$ cat src/rtl/hsync_pkg.sv
package hsync_pkg;

    typedef enum logic [1:0] {
        PANEL_CRT     = 2'd0,
        PANEL_TFT     = 2'd1,
        PANEL_PASSIVE = 2'd2,
        PANEL_SPARE   = 2'd3
    } panel_e;

    typedef enum logic [1:0] {
        ST_ACTIVE = 2'd0,
        ST_LEAD   = 2'd1,
        ST_SYNC   = 2'd2,
        ST_TAIL   = 2'd3
    } hstate_e;

endpackage

$ cat src/rtl/hsync_cfg_stage.sv
module hsync_cfg_stage
    import hsync_pkg::*;
#(
    parameter int ACT_W      = 6,
    parameter int BLK_W      = 5,
    parameter int DLY_W      = 5,
    parameter int PW_W       = 4,
    parameter int UNIT_SHIFT = 3,
    parameter int AUTO_UNITS = 1,
    parameter int LINE_W     = 11
) (
    input  logic              clk,
    input  logic              rst_n,
    input  logic              line_wrap_i,
    input  logic [ACT_W-1:0]  act_units_i,
    input  logic [BLK_W-1:0]  blk_units_i,
    input  logic [DLY_W-1:0]  dly_units_i,
    input  logic [PW_W-1:0]   pw_units_i,
    input  logic              crt_pol_i,
    input  logic              line_pol_i,
    input  logic [1:0]        panel_i,
    output logic [LINE_W-1:0] act_end_o,
    output logic [LINE_W-1:0] sync_on_o,
    output logic [LINE_W-1:0] sync_off_o,
    output logic [LINE_W-1:0] line_len_o,
    output logic              crt_pol_nxt_o,
    output logic              line_pol_nxt_o,
    output logic              passive_nxt_o
);

    localparam logic [LINE_W-1:0] ONE     = LINE_W'(1);
    localparam logic [LINE_W-1:0] AUTO_PX = LINE_W'(AUTO_UNITS) << UNIT_SHIFT;

    logic              load;
    logic [ACT_W-1:0]  act_q;
    logic [BLK_W-1:0]  blk_q;
    logic [DLY_W-1:0]  dly_q;
    logic [PW_W-1:0]   pw_q;
    logic              crt_pol_q;
    logic              line_pol_q;
    panel_e            panel_q;
    panel_e            panel_in;

    logic [LINE_W-1:0] act_px, blk_px, dly_px, pw_px, off_raw;

    assign load     = line_wrap_i | ~rst_n;
    assign panel_in = panel_e'(panel_i);

    // Capture once per line (and during reset)
    always_ff @(posedge clk) begin
        if (load) begin
            act_q      <= act_units_i;
            blk_q      <= blk_units_i;
            dly_q      <= dly_units_i;
            pw_q       <= pw_units_i;
            crt_pol_q  <= crt_pol_i;
            line_pol_q <= line_pol_i;
            panel_q    <= panel_in;
        end
    end

    always_comb begin
        act_px = (LINE_W'(act_q) + ONE) << UNIT_SHIFT;
        blk_px = (LINE_W'(blk_q) + ONE) << UNIT_SHIFT;
        dly_px = (LINE_W'(dly_q) + ONE) << UNIT_SHIFT;
        if (panel_q == PANEL_PASSIVE) begin
            pw_px = AUTO_PX;
        end else begin
            pw_px = (LINE_W'(pw_q) + ONE) << UNIT_SHIFT;
        end
        act_end_o  = act_px;
        line_len_o = act_px + blk_px;
        sync_on_o  = act_px + dly_px;
        off_raw    = sync_on_o + pw_px;
        sync_off_o = (off_raw > line_len_o) ? line_len_o : off_raw;
    end

    // Values that will govern the next pixel
    always_comb begin
        crt_pol_nxt_o  = load ? crt_pol_i  : crt_pol_q;
        line_pol_nxt_o = load ? line_pol_i : line_pol_q;
        passive_nxt_o  = load ? (panel_in == PANEL_PASSIVE) : (panel_q == PANEL_PASSIVE);
    end

    // captured configuration only moves at a line boundary
    a_r10_cfg_hold: assert property (@(posedge clk) disable iff (!rst_n)
        !line_wrap_i |=> $stable({act_q, blk_q, dly_q, pw_q, crt_pol_q, line_pol_q, panel_q}));

endmodule

$ cat src/rtl/hsync_line_fsm.sv
module hsync_line_fsm
    import hsync_pkg::*;
#(
    parameter int LINE_W = 11
) (
    input  logic              clk,
    input  logic              rst_n,
    input  logic [LINE_W-1:0] act_end_i,
    input  logic [LINE_W-1:0] sync_on_i,
    input  logic [LINE_W-1:0] sync_off_i,
    input  logic [LINE_W-1:0] line_len_i,
    output logic              line_wrap_o,
    output hstate_e           state_nxt_o,
    output logic              first_px_nxt_o
);

    localparam logic [LINE_W-1:0] ONE = LINE_W'(1);

    logic [LINE_W-1:0] pos_q, pos_nxt;
    hstate_e           state_q, state_nxt;

    always_comb begin
        line_wrap_o = (pos_q == line_len_i - ONE);
        if (!rst_n || line_wrap_o) begin
            pos_nxt = '0;
        end else begin
            pos_nxt = pos_q + ONE;
        end
    end

    always_comb begin
        state_nxt = state_q;
        if (!rst_n || line_wrap_o) begin
            state_nxt = ST_ACTIVE;
        end else begin
            unique case (state_q)
                ST_ACTIVE: if (pos_nxt == act_end_i)  state_nxt = ST_LEAD;
                ST_LEAD:   if (pos_nxt == sync_on_i)  state_nxt = ST_SYNC;
                ST_SYNC:   if (pos_nxt == sync_off_i) state_nxt = ST_TAIL;
                ST_TAIL:   state_nxt = ST_TAIL;
                default:   state_nxt = ST_ACTIVE;
            endcase
        end
    end

    always_ff @(posedge clk) begin
        pos_q   <= pos_nxt;
        state_q <= state_nxt;
    end

    assign state_nxt_o    = state_nxt;
    assign first_px_nxt_o = (pos_nxt == '0);

    // last pixel of the line is followed by pixel 0
    a_r1_wrap_to_zero: assert property (@(posedge clk) disable iff (!rst_n)
        (pos_q == line_len_i - ONE) |=> (pos_q == '0));

    // active state only covers the active pixels
    a_r2_active_span: assert property (@(posedge clk) disable iff (!rst_n)
        (state_q == ST_ACTIVE) |-> (pos_q < act_end_i));

    // pulse state lies between its start and end positions
    a_r4_sync_window: assert property (@(posedge clk) disable iff (!rst_n)
        (state_q == ST_SYNC) |-> (pos_q >= sync_on_i && pos_q < sync_off_i));

    // pulse never lasts past the blanking end
    a_r6_sync_in_line: assert property (@(posedge clk) disable iff (!rst_n)
        (state_q == ST_SYNC) |-> (pos_q < line_len_i));

endmodule

$ cat src/rtl/hsync_pin_stage.sv
module hsync_pin_stage
    import hsync_pkg::*;
(
    input  logic    clk,
    input  logic    rst_n,
    input  hstate_e state_nxt_i,
    input  logic    first_px_nxt_i,
    input  logic    crt_pol_i,
    input  logic    line_pol_i,
    input  logic    passive_i,
    output logic    crt_sync_o,
    output logic    line_pulse_o,
    output logic    disp_en_o,
    output logic    line_start_o
);

    logic pulse_nxt;
    logic crt_nxt, line_nxt;
    logic crt_pol_q;

    always_comb begin
        pulse_nxt = (state_nxt_i == ST_SYNC);
        crt_nxt   = crt_pol_i ? pulse_nxt : ~pulse_nxt;
        if (passive_i) begin
            line_nxt = line_pol_i ? ~pulse_nxt : pulse_nxt;
        end else begin
            line_nxt = line_pol_i ? pulse_nxt : ~pulse_nxt;
        end
    end

    always_ff @(posedge clk) begin
        crt_sync_o   <= crt_nxt;
        line_pulse_o <= line_nxt;
        disp_en_o    <= (state_nxt_i == ST_ACTIVE);
        line_start_o <= first_px_nxt_i;
        crt_pol_q    <= crt_pol_i;
    end

    // no pulse on the CRT pin during active display
    a_r6_quiet_in_active: assert property (@(posedge clk) disable iff (!rst_n)
        disp_en_o |-> (crt_sync_o == ~crt_pol_q));

    // the line strobe falls inside active display
    a_r1_start_in_active: assert property (@(posedge clk) disable iff (!rst_n)
        line_start_o |-> disp_en_o);

endmodule

$ cat src/rtl/hsync_timing_gen.sv
module hsync_timing_gen
    import hsync_pkg::*;
#(
    parameter int ACT_W      = 6,
    parameter int BLK_W      = 5,
    parameter int DLY_W      = 5,
    parameter int PW_W       = 4,
    parameter int UNIT_SHIFT = 3,
    parameter int AUTO_UNITS = 1
) (
    input  logic             clk,
    input  logic             rst_n,
    input  logic [ACT_W-1:0] cfg_active_units,
    input  logic [BLK_W-1:0] cfg_blank_units,
    input  logic [DLY_W-1:0] cfg_sync_delay,
    input  logic [PW_W-1:0]  cfg_sync_width,
    input  logic             cfg_crt_pol,
    input  logic             cfg_line_pol,
    input  logic [1:0]       cfg_panel,
    output logic             crt_sync_o,
    output logic             line_pulse_o,
    output logic             disp_en_o,
    output logic             line_start_o
);

    localparam int WIDEST = (ACT_W > BLK_W) ? ACT_W : BLK_W;
    localparam int LINE_W = WIDEST + UNIT_SHIFT + 2;

    logic [LINE_W-1:0] act_end, sync_on, sync_off, line_len;
    logic              line_wrap;
    logic              crt_pol_nxt, line_pol_nxt, passive_nxt;
    hstate_e           state_nxt;
    logic              first_px_nxt;

    hsync_cfg_stage #(
        .ACT_W(ACT_W), .BLK_W(BLK_W), .DLY_W(DLY_W), .PW_W(PW_W),
        .UNIT_SHIFT(UNIT_SHIFT), .AUTO_UNITS(AUTO_UNITS), .LINE_W(LINE_W)
    ) u_cfg (
        .clk            (clk),
        .rst_n          (rst_n),
        .line_wrap_i    (line_wrap),
        .act_units_i    (cfg_active_units),
        .blk_units_i    (cfg_blank_units),
        .dly_units_i    (cfg_sync_delay),
        .pw_units_i     (cfg_sync_width),
        .crt_pol_i      (cfg_crt_pol),
        .line_pol_i     (cfg_line_pol),
        .panel_i        (cfg_panel),
        .act_end_o      (act_end),
        .sync_on_o      (sync_on),
        .sync_off_o     (sync_off),
        .line_len_o     (line_len),
        .crt_pol_nxt_o  (crt_pol_nxt),
        .line_pol_nxt_o (line_pol_nxt),
        .passive_nxt_o  (passive_nxt)
    );

    hsync_line_fsm #(.LINE_W(LINE_W)) u_fsm (
        .clk            (clk),
        .rst_n          (rst_n),
        .act_end_i      (act_end),
        .sync_on_i      (sync_on),
        .sync_off_i     (sync_off),
        .line_len_i     (line_len),
        .line_wrap_o    (line_wrap),
        .state_nxt_o    (state_nxt),
        .first_px_nxt_o (first_px_nxt)
    );

    hsync_pin_stage u_pins (
        .clk            (clk),
        .rst_n          (rst_n),
        .state_nxt_i    (state_nxt),
        .first_px_nxt_i (first_px_nxt),
        .crt_pol_i      (crt_pol_nxt),
        .line_pol_i     (line_pol_nxt),
        .passive_i      (passive_nxt),
        .crt_sync_o     (crt_sync_o),
        .line_pulse_o   (line_pulse_o),
        .disp_en_o      (disp_en_o),
        .line_start_o   (line_start_o)
    );

endmodule

$ cat config.mk
export PLATFORM = sky130hd
export DESIGN_NAME = hsync_timing_gen
export DESIGN_NICKNAME = d
export VERILOG_FILES = /design/src/rtl/hsync_pkg.sv /design/src/rtl/hsync_cfg_stage.sv /design/src/rtl/hsync_line_fsm.sv /design/src/rtl/hsync_pin_stage.sv /design/src/rtl/hsync_timing_gen.sv
export SDC_FILE = /design/constraint.sdc
export NUM_CORES = 1
export LEC_CHECK = 0
export ABC_AREA = 0
export BUFFER_PORTS_ARGS = -buffer_cell sky130_fd_sc_hd__buf_2
export CORE_ASPECT_RATIO = 0.8
export CORE_MARGIN = 3
export CORE_UTILIZATION = 65
export CTS_CLUSTER_SIZE = 28
export DETAILED_ROUTE_END_ITERATION = 10
export PLACE_DENSITY_LB_ADDON = 0.2
export SLEW_MARGIN = 20
export SYNTH_ARGS = -nofsm -noshare
export SYNTH_HDL_FRONTEND = slang
export SYNTH_SLANG_ARGS = --single-unit
$ cat constraint.sdc
create_clock -name clk -period 9.22 [get_ports clk]
set_input_delay 0.922 -clock clk [delete_from_list [all_inputs] [get_ports clk]]
set_output_delay 0.922 -clock clk [all_outputs]
set_load 0.02 [all_outputs]
Word level (Yosys, flattened, before mapping) --
Cells that the tools add are included.
Storage, ports and cells: output and inout bits 4, register bits 41, word-level logic and storage cells 56, input port bits 26
Operators by class: equality and inequality tests 10, order comparisons 1, multiplexer cells 15, bitwise operators 3, reduce and logical (&&, ||, !) cells 5, add/subtract/negate cells 9
Operators with widths (number):
- adder 11 bit | 3
- equality test 11 bit | 3
- 2-to-1 mux 11 bit | 3
- adder 5 x 1 -> 6 bit, second input constant | 2
- adder 11 x 1 -> 11 bit, second input constant | 1
- equality test 11 x 10 -> 1 bit | 1
- greater-than comparator 11 bit | 1
- zero test 11 bit | 1
- subtractor 11 x 1 -> 11 bit, second input constant | 1
- equality test 2 bit, second input constant | 5
- 2-to-1 mux 2 bit | 4
- case mux 2 bit (4 select lines) | 1
- adder 6 x 1 -> 7 bit, second input constant | 1
- 2-to-1 mux 1 bit | 7
- adder 4 x 1 -> 5 bit, second input constant | 1
- zero test 2 bit | 2
- equality test 2 x 1 -> 1 bit, second input constant | 1
- inverter 1 bit | 2
- zero test 1 bit | 1
- logical OR 1 bit | 1
- bitwise OR 1 bit | 1

Logic depth before layout (Yosys ltp) --
Gate-level depths: netlist (run 1).
word-level depth 14, gate-level depth with buffers 27, gate-level depth less buffers 26

Hierarchy --
A second synthesis (run 1) with hierarchy kept.
Second synthesis, totals: cell total of the unflattened synthesis 458, area, all modules 4000.1 sq um
Modules (own cells, without submodules):
- hsync_cfg_stage | instances 1, area each 2265.9 sq um, seq. area each 700.7 sq um, cells each 222
- hsync_line_fsm | instances 1, area each 1610.3 sq um, seq. area each 260.2 sq um, cells each 227
- hsync_pin_stage | instances 1, area each 123.9 sq um, seq. area each 80.1 sq um, cells each 9

Worst setup path after synthesis (run 1) --
Ideal clock, no wire load.
path kind flip-flop to flip-flop, from register u_cfg.act_q[0], to register u_pins.crt_sync_o, buffers on the path 1, period minus slack after synthesis 5.720 ns, library setup time 0.072 ns, required time 9.148 ns, setup slack 3.500 ns, arrival 5.649 ns, cell stages (with the launch flop) 26, path through edfxtp_1 ha_1 xnor2_2 inv_2 ha_1 a21oi_1 a21boi_0 xnor2_1 ha_1 inv_1 o21bai_1 a21o_1 o211a_1 a211o_1 ha_1 a21oi_1 nor2b_1 a221oi_1 clkbuf_1 o21ai_0 o21a_1 or3_1 a311oi_1 nand4_1 o2111ai_2 xor2_1
Between the ends: word-level cells in the longest chain between the ends 13, elaborated cells on any way between the ends 23, classes of those cells add/sub (5); order compare (1); eq/ne (5); mux (9); bitwise (2); reduce/logical (1)
Ends and longest elaborated chain:
- start, declared | RTL line hsync_cfg_stage.sv:35 | logic [ACT_W-1:0] act_q;
- start signal, assigned | RTL line hsync_cfg_stage.sv:52 | act_q <= act_units_i;
- adder 6 x 1 -> 7 bit * | RTL line hsync_cfg_stage.sv:63 | act_px = (LINE_W'(act_q) + ONE) << UNIT_SHIFT;
- branches (longest 11 deep; another with adder 11 bit)
- 2-to-1 mux 1 bit * | RTL line hsync_pin_stage.sv:23 | crt_nxt = crt_pol_i ? pulse_nxt : ~pulse_nxt;
- named net u_pins.crt_nxt | RTL line hsync_pin_stage.sv:18 | logic crt_nxt, line_nxt;
- end signal, assigned | RTL line hsync_pin_stage.sv:32 | crt_sync_o <= crt_nxt;
- end, declared | RTL line hsync_pin_stage.sv:11 | output logic crt_sync_o,
Mark *: on every way through the listed nets, which the timed path passes. A chain may end at the register's enable or synchronous reset.

Final worst setup path (run 1) --
Ends and elaborated chain as after synthesis.

==> qor.yml, run 1 <==
clock_tree_from_tritoncts: "yes"
initialDrtViolationCount: 370
final_cell_area_sq_um: 4040
power.internal_uw: 471
synth.top_cells.by_area: "edfxtp_1, dfxtp_1, ha_1"
standard_cell_core_area_sq_um: 5240
detail_route.vias_per_cell: 6.43
final_period_minus_worst_setup_slack_ns: 6.43
area_delta_synth_final_pct: 9.02
timing.hold.ws_ns: 0.472
ctsHtreeMaxLevel: 2
grt_overflow_total: 0
num-fill-cells: 390
holdCritPathClass: "reg -> reg"
ant_nets: 0
yosysWarningCount: 0
insertedDiodeCount: 0
synth_edf_count: 22
dieHeight_um: 73.5
critPathRequiredTime_ns: 9.45
netSwitchingFraction_pct: 41.5
timing_worst_slew_pin_value_ns: 0.886
synthDominantCellAreaShare_pct: 17.8
crit_path_end_kind: "flop"
vias: 3343
routed_wire_length_per_instance_um: 17.8
clk_latency_ns: 0.30
power_density_nw_per_um2: 199
p_clk_share_pct: 18.3
fmaxAchievable_mhz: 156
post-route-period-util_pct: 69.7
die_x_um: 90.4
dominantRegCellSynth: "edfxtp_1"
global_route_wire_length_before_repair_um: 15300
final-instance-count-excl-fill: 520
post_synth_instance_area_sq_um: 3700
wp_data_arrival_ns: 6.66
slew_headroom_pct: 40.7
grt_start_max_net_pins: 39
drc: 0
row_count: 23
dp.cells: 512
synthDistinctLibCells: 74
report.power.total_uw: 805
die-area_sq_um: 6640
floorplan.initialDensity_pct: 70.7
cts_sinks: 41
final_hold_viol_count: 0
drive_above_1_share_pct: 14.2
most_frequent_cells_in_the_layout: "nand2_1, xnor2_1, nor2_1, buf_2, ha_1"
ys_seq_elements: 41
globalplace.congestion: 0.922
syn_area_per_cell_sq_um: 8.94
post_cts.resized_instances: 0
fin_nets: 501
post_cts_hold_buffer_count: 0
cellLeakagePower_uw: 0.00166
grt_pass1_vias: 3148
status: "completed"
post_dp_cell_area_sq_um: 3930
syn-instance-count: 414
numCtsBuffers: 5
ys_seq_area_share_pct: 28.1
clock_tree.buffer_depth: 2
setup.worst_path.start_class: "flop"
switching_power_uw: 335
setup_total_negative_slack_ns: 0
drt_pre_antenna_iters: 5
synth_area_leader_cell: "edfxtp_1"
asyncSetResetFlopFracSynth_pct: 0
global_router_s_overall_resource_usage_pct: 29.0
io_buffer_count: 29
pwr-share-comb_pct: 55.8
antenna_violations_before_repair: 0
clk_pin_slew_ns: 0.08
post-cts-setup-buffers: 0
worstSetupPathType: "reg -> reg"
dpl.hpwl_um: 7170
timing.final.setup_violations: 0
clock_tree.root_cell: "clkbuf_8"
timing.critical_path.fanout_max: 12
postSynthNetCount: 471
rsz0062_at_grt: "no"
worst_ir_drop_vdd_mv: 0.129
finalMaxSlewViolations: 0
finClkSkew_ns: 0.00482
postRouteWirelength_um: 9280
floorplan.io_pins: 30
seq_power_share_pct: 26.0
cap_viol_max_count: 0
sequential cells by signal, summed over array words and instances (netlist names):
register / count
u_fsm.pos_q: 11
u_pins.crt_sync_o: 1
u_cfg.crt_pol_q: 1
u_pins.line_pulse_o: 1
u_cfg.panel_q: 2
u_cfg.blk_q: 5
u_cfg.line_pol_q: 1
u_pins.disp_en_o: 1
u_cfg.pw_q: 4
u_fsm.state_q: 2
u_pins.line_start_o: 1
u_cfg.dly_q: 5
u_cfg.act_q: 6
power groups by stage:
stage / Sequential (uW) / Combinational, uW / Clock (uW)
finish: 209 / 449 / 147
floorplan: 214 / 340 / 0
detailed placement: 213 / 436 / 0
global route: 210 / 494 / 154
global placement: 212 / 419 / 0
CTS: 209 / 442 / 146
synth_stat cells, types with 3 or more instances:
| cell | count |
|---|---|
| o21ai_0 | 16 |
| xor2_1 | 14 |
| o211ai_1 | 3 |
| or3_1 | 5 |
| nor3_1 | 6 |
| mux2_2 | 3 |
| nor2_1 | 33 |
| dfxtp_1 | 19 |
| nand4_1 | 3 |
| fa_1 | 3 |
| inv_1 | 24 |
| mux2i_1 | 7 |
| nand2_1 | 38 |
| xor2_2 | 4 |
| a31oi_1 | 4 |
| and3_1 | 3 |
| a211oi_1 | 3 |
| o22ai_1 | 3 |
| edfxtp_1 | 22 |
| ha_1 | 28 |
| nor2b_1 | 5 |
| clkbuf_1 | 6 |
| and2_1 | 4 |
| nor4_1 | 6 |
| xnor2_1 | 38 |
| a21boi_0 | 3 |
| a21oi_1 | 19 |
| nand3_1 | 22 |
| o21a_1 | 4 |
| nand2b_1 | 3 |
| a21o_1 | 7 |
critical path, cell delays in order (launching register included):
cell       delay (ns)
edfxtp_1         0.44
ha_1             0.27
xnor2_2          0.31
inv_2            0.13
ha_1             0.34
a21oi_1          0.23
a21boi_0         0.32
xnor2_1          0.18
ha_1             0.35
inv_1            0.06
o21bai_1         0.26
a21o_1           0.17
nand2_1          0.06
xnor2_1          0.20
ha_1             0.34
a21o_1           0.12
a21oi_1          0.07
nor2b_1          0.13
a221oi_1         0.29
buf_4            0.23
mux2i_1          0.43
xnor2_1          0.13
nor4b_1          0.29
a31oi_1          0.12
a311oi_1         0.25
nand4_1          0.17
o2111ai_2        0.27
xor2_1           0.18
cells by family after synthesis:
group                    Yosys count  synth area share [%]
AND/OR/NAND/NOR                  143                  19.3
flip-flops                        41                  28.1
multiplexers                      10                  2.81
adder cells (fa/ha/maj)           35                  12.2
XOR/XNOR                          60                  16.2
AO/OA/AOI/OAI                     91                  17.9
buffers and inverters             34                  3.48
final timing paths:
kind	from	endpoint	slack, ns	cells past startpoint
worst min-delay path	u_fsm.pos_q[0]$_DFF_P_	u_fsm.pos_q[0]$_DFF_P_	0.47	1
worst min register to register	u_fsm.pos_q[0]$_DFF_P_	u_fsm.pos_q[0]$_DFF_P_	0.47	1
worst max register to register	u_cfg.act_q[0]$_DFFE_PN_	u_pins.crt_sync_o$_DFF_P_	2.79	27
worst max-delay path	u_cfg.act_q[0]$_DFFE_PN_	u_pins.crt_sync_o$_DFF_P_	2.79	27
through the flow:
stage | setup WS, ns | util (%)
floorplan | 3.50 | -
global placement | 3.34 | 74.9
detailed placement | 2.93 | 74.9
CTS | 2.87 | 77.1
global route | 2.28 | 77.1
finish | 2.79 | 77.1
layer usage:
metal | up-vias | track usage [%] | wire, um
li1 | 1554 | - | -
met1 | 1569 | 39.6 | 3970
met2 | 179 | 48.8 | 4260
met3 | 41 | 4.40 | 823
met4 | 0 | 8.32 | 230
met5 | - | 0 | 0
cell type report:
class	instances	area, sq um	share of cell area, %
clock inverter	2	38.8	0.961
timing repair buffer	31	160	3.97
clock buffer	6	72.6	1.80
inverter	26	97.6	2.42
tap	75	93.8	2.32
sequential	41	1040	25.8
multi-input combinational	339	2530	62.7
Note: power is estimated with default switching activity, not from simulation.
==> run 2, diff against run 1 <==
- CORE_UTILIZATION: 65 -> 55
- clock period: 9.22 -> 5.37 ns (I/O delays scaled with it)
==> qor.yml, run 2 (synthesis gave the netlist of run 1 again) <==
status: "finished, violations left"
violations: "setup timing"
num-fill-cells: 467  # +20%
ant_nets: 0  # unchanged
clock_tree.buffer_depth: 2  # unchanged
final_cell_utilization_of_the_core_pct: 73.0  # -4.0 points
grt_pass1_vias: 3371  # +7.1%
timing.critical_path.fanout_max: 3  # -9
global_route_wire_length_before_repair_um: 16800  # +9.6%
pre_cts_ws_ns: -0.200  # -3.13 ns
clk_latency_ns: 0.30  # about the same
die-area_sq_um: 7760  # +17%
slew_headroom_pct: 45.5  # +4.8 points
ctsHtreeMaxLevel: 2  # unchanged
cts_sinks: 41  # unchanged
post-route-worst-setup-slack_ns: -0.0576  # -2.85 ns
report.power.total_uw: 1640  # +100%
io_buffer_count: 29  # unchanged
die_x_um: 97.7  # +8.1%
area_delta_synth_final_pct: 27.1
detail_route.vias_per_cell: 6.01  # -6.6%
antenna_violations_before_repair: 0  # unchanged
fin_nets: 555  # +11%
routed_wire_length_per_instance_um: 18.1  # +1.6%
finClkSkew_ns: 0.00647  # +0.00166 ns
floorplan.io_pins: 30  # unchanged
numCtsBuffers: 5  # unchanged
drc: 0  # unchanged
final_hold_viol_count: 0  # unchanged
globalplace.congestion: 0.889  # -3.6%
setup.worst_path.start_class: "flop"
crit_path_end_kind: "flop"
drive_above_1_share_pct: 31.5  # +17 points
floorplan.initialDensity_pct: 57.5  # -13 points
drt_pre_antenna_iters: 6  # +1
insertedDiodeCount: 0  # unchanged
layout_commonest_cell: "buf_4"
standard_cell_core_area_sq_um: 6440  # +23%
grt_overflow_total: 0  # unchanged
wp_data_arrival_ns: 5.66  # -1.00 ns
dpl.hpwl_um: 7250  # +1.1%
holdCritPathClass: "in -> reg"
clk_pin_slew_ns: 0.08  # about the same
finalMaxSlewViolations: 0  # unchanged
largest_register_ffs: 11  # unchanged
clock_tree.root_cell: "clkbuf_8"
worstSetupPathType: "reg -> reg"
vias: 3501  # +4.7%
top_regs: "u_fsm.pos_q x11, u_cfg.act_q x6"
critPathRequiredTime_ns: 5.60  # -3.85 ns
cap_viol_max_count: 0  # unchanged
global_router_s_overall_resource_usage_pct: 27.3  # -1.8 points
dieHeight_um: 79.4  # +8.0%
rsz0062_at_grt: "yes"
clock_tree_from_tritoncts: "yes"
met2_usage_grt_pct: 45.2  # -3.5 points
post-route-period-util_pct: 101  # +31 points
largest-register: "u_fsm.pos_q"
postRouteWirelength_um: 10600  # +14%
power_density_nw_per_um2: 349  # +75%
cellLeakagePower_uw: 0.00197  # +19%
fmaxAchievable_mhz: 184  # +18%
timing.final.setup_violations: 2  # +2
timing.hold.ws_ns: 0.406  # -0.0661 ns
final_period_minus_worst_setup_slack_ns: 5.43  # -1.00 ns
most_frequent_cells_in_the_layout: "buf_4, nand2_1, xnor2_1, nor2_1, buf_2"
post_cts_hold_buffer_count: 0  # unchanged
initialDrtViolationCount: 315  # -15%
timing_worst_slew_pin_value_ns: 0.812  # -0.0743 ns
row_count: 26  # +13%
grt_util_met1_pct: 36.7  # -2.8 points
grt_start_max_net_pins: 24  # -38%
grt-busiest-layer: "met2"
timing.critical_path.slowest_stage_cell: "edfxtp_1"
groute.layer.met3.usage_pct: 4.28  # -0.12 points
worst_ir_drop_vdd_mv: 0.233  # +81%
cp_slowest_stage_delay_ns: 0.45  # about the same
[run 2: through the flow]
step | setup TNS [ns] | instances | cell area (sq um)
final | -0.0961 | 583 | 4700
after global routing | -0.737 | 583 | 4700
after CTS | -0.0727 | 580 | 4640
after detailed placement | -0.396 | 559 | 4240
after global placement | -0.0541 | 559 | 4240
after floorplan | 0 | 414 | 3720
[run 2: timing repair]
item                                   in CTS  in global routing
endpoints found under the hold margin       0                  0
setup endpoints to repair                   2                  3
pin swaps                                  32                 17
buffers inserted                           13                  3
resized for setup                          38                 10
[run 2: layout make-up]
class	instances	area, sq um	area share [%]
inverters	26	97.6	2.07
repair buffers	85	569	12.1
flip-flops and latches	41	1040	22.1
multi-input cells	339	2810	59.8
clock buffers	7	76.3	1.62
clock inverters	1	3.75	0.0798
well taps	84	105	2.23
[run 2: power by group]
group	switching, uW	internal [uW]	total (uW)
clock network	109	90.7	200
logic	555	528	1080
registers	11.6	347	359
[run 2: worst paths after layout]
path / from / end / slack [ns] / cells after the start
hold / removal: cfg_blank_units[0] / u_cfg.blk_q[0]$_DFFE_PN_ / 0.41 / 1
setup / recovery: u_cfg.act_q[1]$_DFFE_PN_ / u_pins.crt_sync_o$_DFF_P_ / -0.06 / 26
hold reg to reg: u_fsm.pos_q[0]$_DFF_P_ / u_fsm.pos_q[0]$_DFF_P_ / 0.47 / 1
setup reg to reg: u_cfg.act_q[1]$_DFFE_PN_ / u_pins.crt_sync_o$_DFF_P_ / -0.06 / 26
[run 2: worst max-delay path, delay by kind of cell (launching register included)]
family	cells	cell delay (ns)
compound gates	7	1.56
fa+ha+maj	4	1.11
simple gates	5	0.69
buf+inv	5	0.62
xor+xnor	3	0.49
flops	1	0.45
mux	2	0.40
[run 2: routing by layer]
| layer | vias up | share of wire [%] |
|---|---|---|
| li1 | 1667 | - |
| met1 | 1650 | 44 |
| met2 | 155 | 46 |
| met3 | 29 | 7.4 |
| met4 | 0 | 2.4 |
| met5 | - | 0 |
==> run 3, diff against run 2 <==
- CORE_UTILIZATION: 55 -> 61
- clock period: 5.37 -> 5.25 ns (I/O delays scaled with it)
==> qor.yml, run 3 (synthesis gave the netlist of run 1 again) <==
standard_cell_core_area_sq_um: 5650  # -12%
floorplan.io_pins: 30  # unchanged
finalMaxSlewViolations: 0  # unchanged
die-area_sq_um: 7050  # -9.2%
grt_pass1_vias: 3420  # +1.5%
fmaxAchievable_mhz: 179  # -3.1%
initialDrtViolationCount: 343  # +8.9%
postRouteWirelength_um: 11400  # +7.4%
top_regs: "u_fsm.pos_q x11, u_cfg.act_q x6"
p_clk_share_pct: 12.3  # about the same
met2_usage_grt_pct: 51.2  # +5.9 points
crit_path_end_kind: "flop"
netSwitchingFraction_pct: 42.8  # +1.6 points
routed_wire_length_per_instance_um: 19.6  # +8.2%
numCtsBuffers: 5  # unchanged
groute.layer.met3.usage_pct: 5.33  # +1.1 points
grt_overflow_total: 0  # unchanged
switching_power_uw: 737  # +9.2%
pwr-share-comb_pct: 66.2  # +0.2 points
cap_viol_max_count: 0  # unchanged
setup.worst_path.start_class: "flop"
worst_ir_drop_vdd_mv: 0.289  # +24%
grt-busiest-layer: "met2"
wp_data_arrival_ns: 5.84  # +0.18 ns
post-route-worst-setup-slack_ns: -0.352  # -0.294 ns
status: "finished, violations left"
largest-register: "u_fsm.pos_q"
final_hold_viol_count: 0  # unchanged
holdCritPathClass: "in -> reg"
rsz0062_at_grt: "yes"
layout_commonest_cell: "buf_4"
ctsHtreeMaxLevel: 2  # unchanged
seq_power_share_pct: 21.4  # -0.5 points
drt_pre_antenna_iters: 6  # unchanged
timing.critical_path.fanout_max: 5  # +2
io_buffer_count: 29  # unchanged
report.power.total_uw: 1720  # +5.1%
timing.hold.ws_ns: 0.390  # -0.0156 ns
finClkSkew_ns: 0.00840  # +0.00192 ns
row_count: 24  # -7.7%
grt_util_met1_pct: 38.1  # +1.3 points
power.internal_uw: 987  # +2.2%
antenna_violations_before_repair: 0  # unchanged
drc: 0  # unchanged
slew_headroom_pct: 36.6  # -8.9 points
clk_latency_ns: 0.31  # about the same
dpl.hpwl_um: 7160  # -1.2%
largest_register_ffs: 11  # unchanged
clk_pin_slew_ns: 0.09  # about the same
cts_sinks: 41  # unchanged
dieHeight_um: 75.7  # -4.7%
floorplan.initialDensity_pct: 65.6  # +8.1 points
most_frequent_cells_in_the_layout: "buf_4, nand2_1, nor2_1, xnor2_1, buf_2"
clock_tree_from_tritoncts: "yes"
drive_above_1_share_pct: 30.7  # -0.72 points
timing_worst_slew_pin_value_ns: 0.945  # +0.133 ns
ant_nets: 0  # unchanged
grt_start_max_net_pins: 26  # +8.3%
timing.final.setup_violations: 3  # +1
clock_tree.root_cell: "clkbuf_8"
global_route_wire_length_before_repair_um: 16300  # -2.7%
global_router_s_overall_resource_usage_pct: 30.2  # +2.9 points
worstSetupPathType: "reg -> reg"
globalplace.congestion: 0.967  # +8.7%
detail_route.vias_per_cell: 6.45  # +7.5%
fin_nets: 557  # +0.36%
post-route-period-util_pct: 107  # +5.6 points
cellLeakagePower_uw: 0.00199  # +0.90%
critPathRequiredTime_ns: 5.49  # -0.11 ns
clock_tree.buffer_depth: 2  # unchanged
area_delta_synth_final_pct: 27.3
violations: "setup timing"
vias: 3737  # +6.7%
power_density_nw_per_um2: 366  # +4.9%
insertedDiodeCount: 0  # unchanged
die_x_um: 93.1  # -4.7%
final_period_minus_worst_setup_slack_ns: 5.60  # +0.174 ns
-- run 3: cell count changes in the layout (fill, tap and decap cells not counted), moves of 2 or more --
cell      previous run  this run
buf_4               55        57
ha_1                19        21
inv_1               19        21
clkbuf_1             2         0
xnor2_2              6         4
xnor2_4              1         3
inv_2                7         5
-- run 3: worst max-delay path, cell delays in order (launching register included) --
cell and delay, ns:
edfxtp_1 0.50, nand3_1 0.21, xor2_2 0.18, inv_1 0.13, ha_1 0.41, and2_1 0.32, or3_1 0.18, o211ai_1 0.13
a311oi_2 0.38, nand2_2 0.14, xnor2_2 0.17, ha_1 0.33, a21o_1 0.15, a21oi_2 0.07, nor2b_4 0.14, a221oi_4 0.31
mux2i_2 0.37, buf_4 0.19, mux2i_1 0.08, nor2_1 0.15, nand4b_1 0.11, a311oi_2 0.28, nand4_1 0.16, o2111ai_2 0.28
xor2_1 0.17
-- run 3: power by group through the flow --
stage | Sequential (uW) | Clock, uW | Combinational [uW]
global placement | 373 | 0 | 815
detailed placement | 374 | 0 | 842
CTS | 367 | 211 | 946
floorplan | 376 | 0 | 619
finish | 370 | 213 | 1140
global route | 372 | 223 | 1210
-- run 3: layout make-up --
class	count	area, sq um
Timing Repair Buffer	87	584
Clock inverter	3	17.5
Fill cell	327	933
Inverter	26	97.6
Sequential cell	41	1040
Multi-Input combinational cell	339	2810
Clock buffer	5	68.8
Tap cell	78	97.6
-- run 3: worst paths after layout --
check                                               from  cells past startpoint  slack, ns                   endpoint
worst min register to register    u_fsm.pos_q[0]$_DFF_P_                      1       0.48     u_fsm.pos_q[0]$_DFF_P_
worst max-delay path            u_cfg.act_q[2]$_DFFE_PN_                     24      -0.35  u_pins.crt_sync_o$_DFF_P_
worst max register to register  u_cfg.act_q[2]$_DFFE_PN_                     24      -0.35  u_pins.crt_sync_o$_DFF_P_
worst min-delay path                   cfg_sync_width[0]                      1       0.39    u_cfg.pw_q[0]$_DFFE_PN_
-- run 3: per-layer routing --
layer,up-vias,part of all wire [%]
li1,1678,-
met1,1746,40
met2,244,46
met3,69,8.5
met4,0,5.1
met5,-,0
-- run 3: repair_timing --
item / in CTS / in global routing
cloned: 0 / 0
setup endpoints to repair: 3 / 3
hold endpoints to repair: 0 / 0
pin swaps: 17 / 25
buffers inserted: 15 / 8
resized for setup: 20 / 17
hold buffers: 0 / 0
-- run 3: metrics by stage --
stage                     std cells  setup slack [ns]  instance area [sq um]  setup TNS, ns  util, %
after floorplan                 414           0.00577                   3760              0        -
after global placement          548           -0.0831                   4230         -0.162     74.9
after detailed placement        548            -0.233                   4230         -0.458     74.9
after CTS                       571           -0.0699                   4540         -0.113     80.5
after global routing            579            -0.580                   4710          -1.56     83.5
final                           579            -0.352                   4710         -0.876     83.5
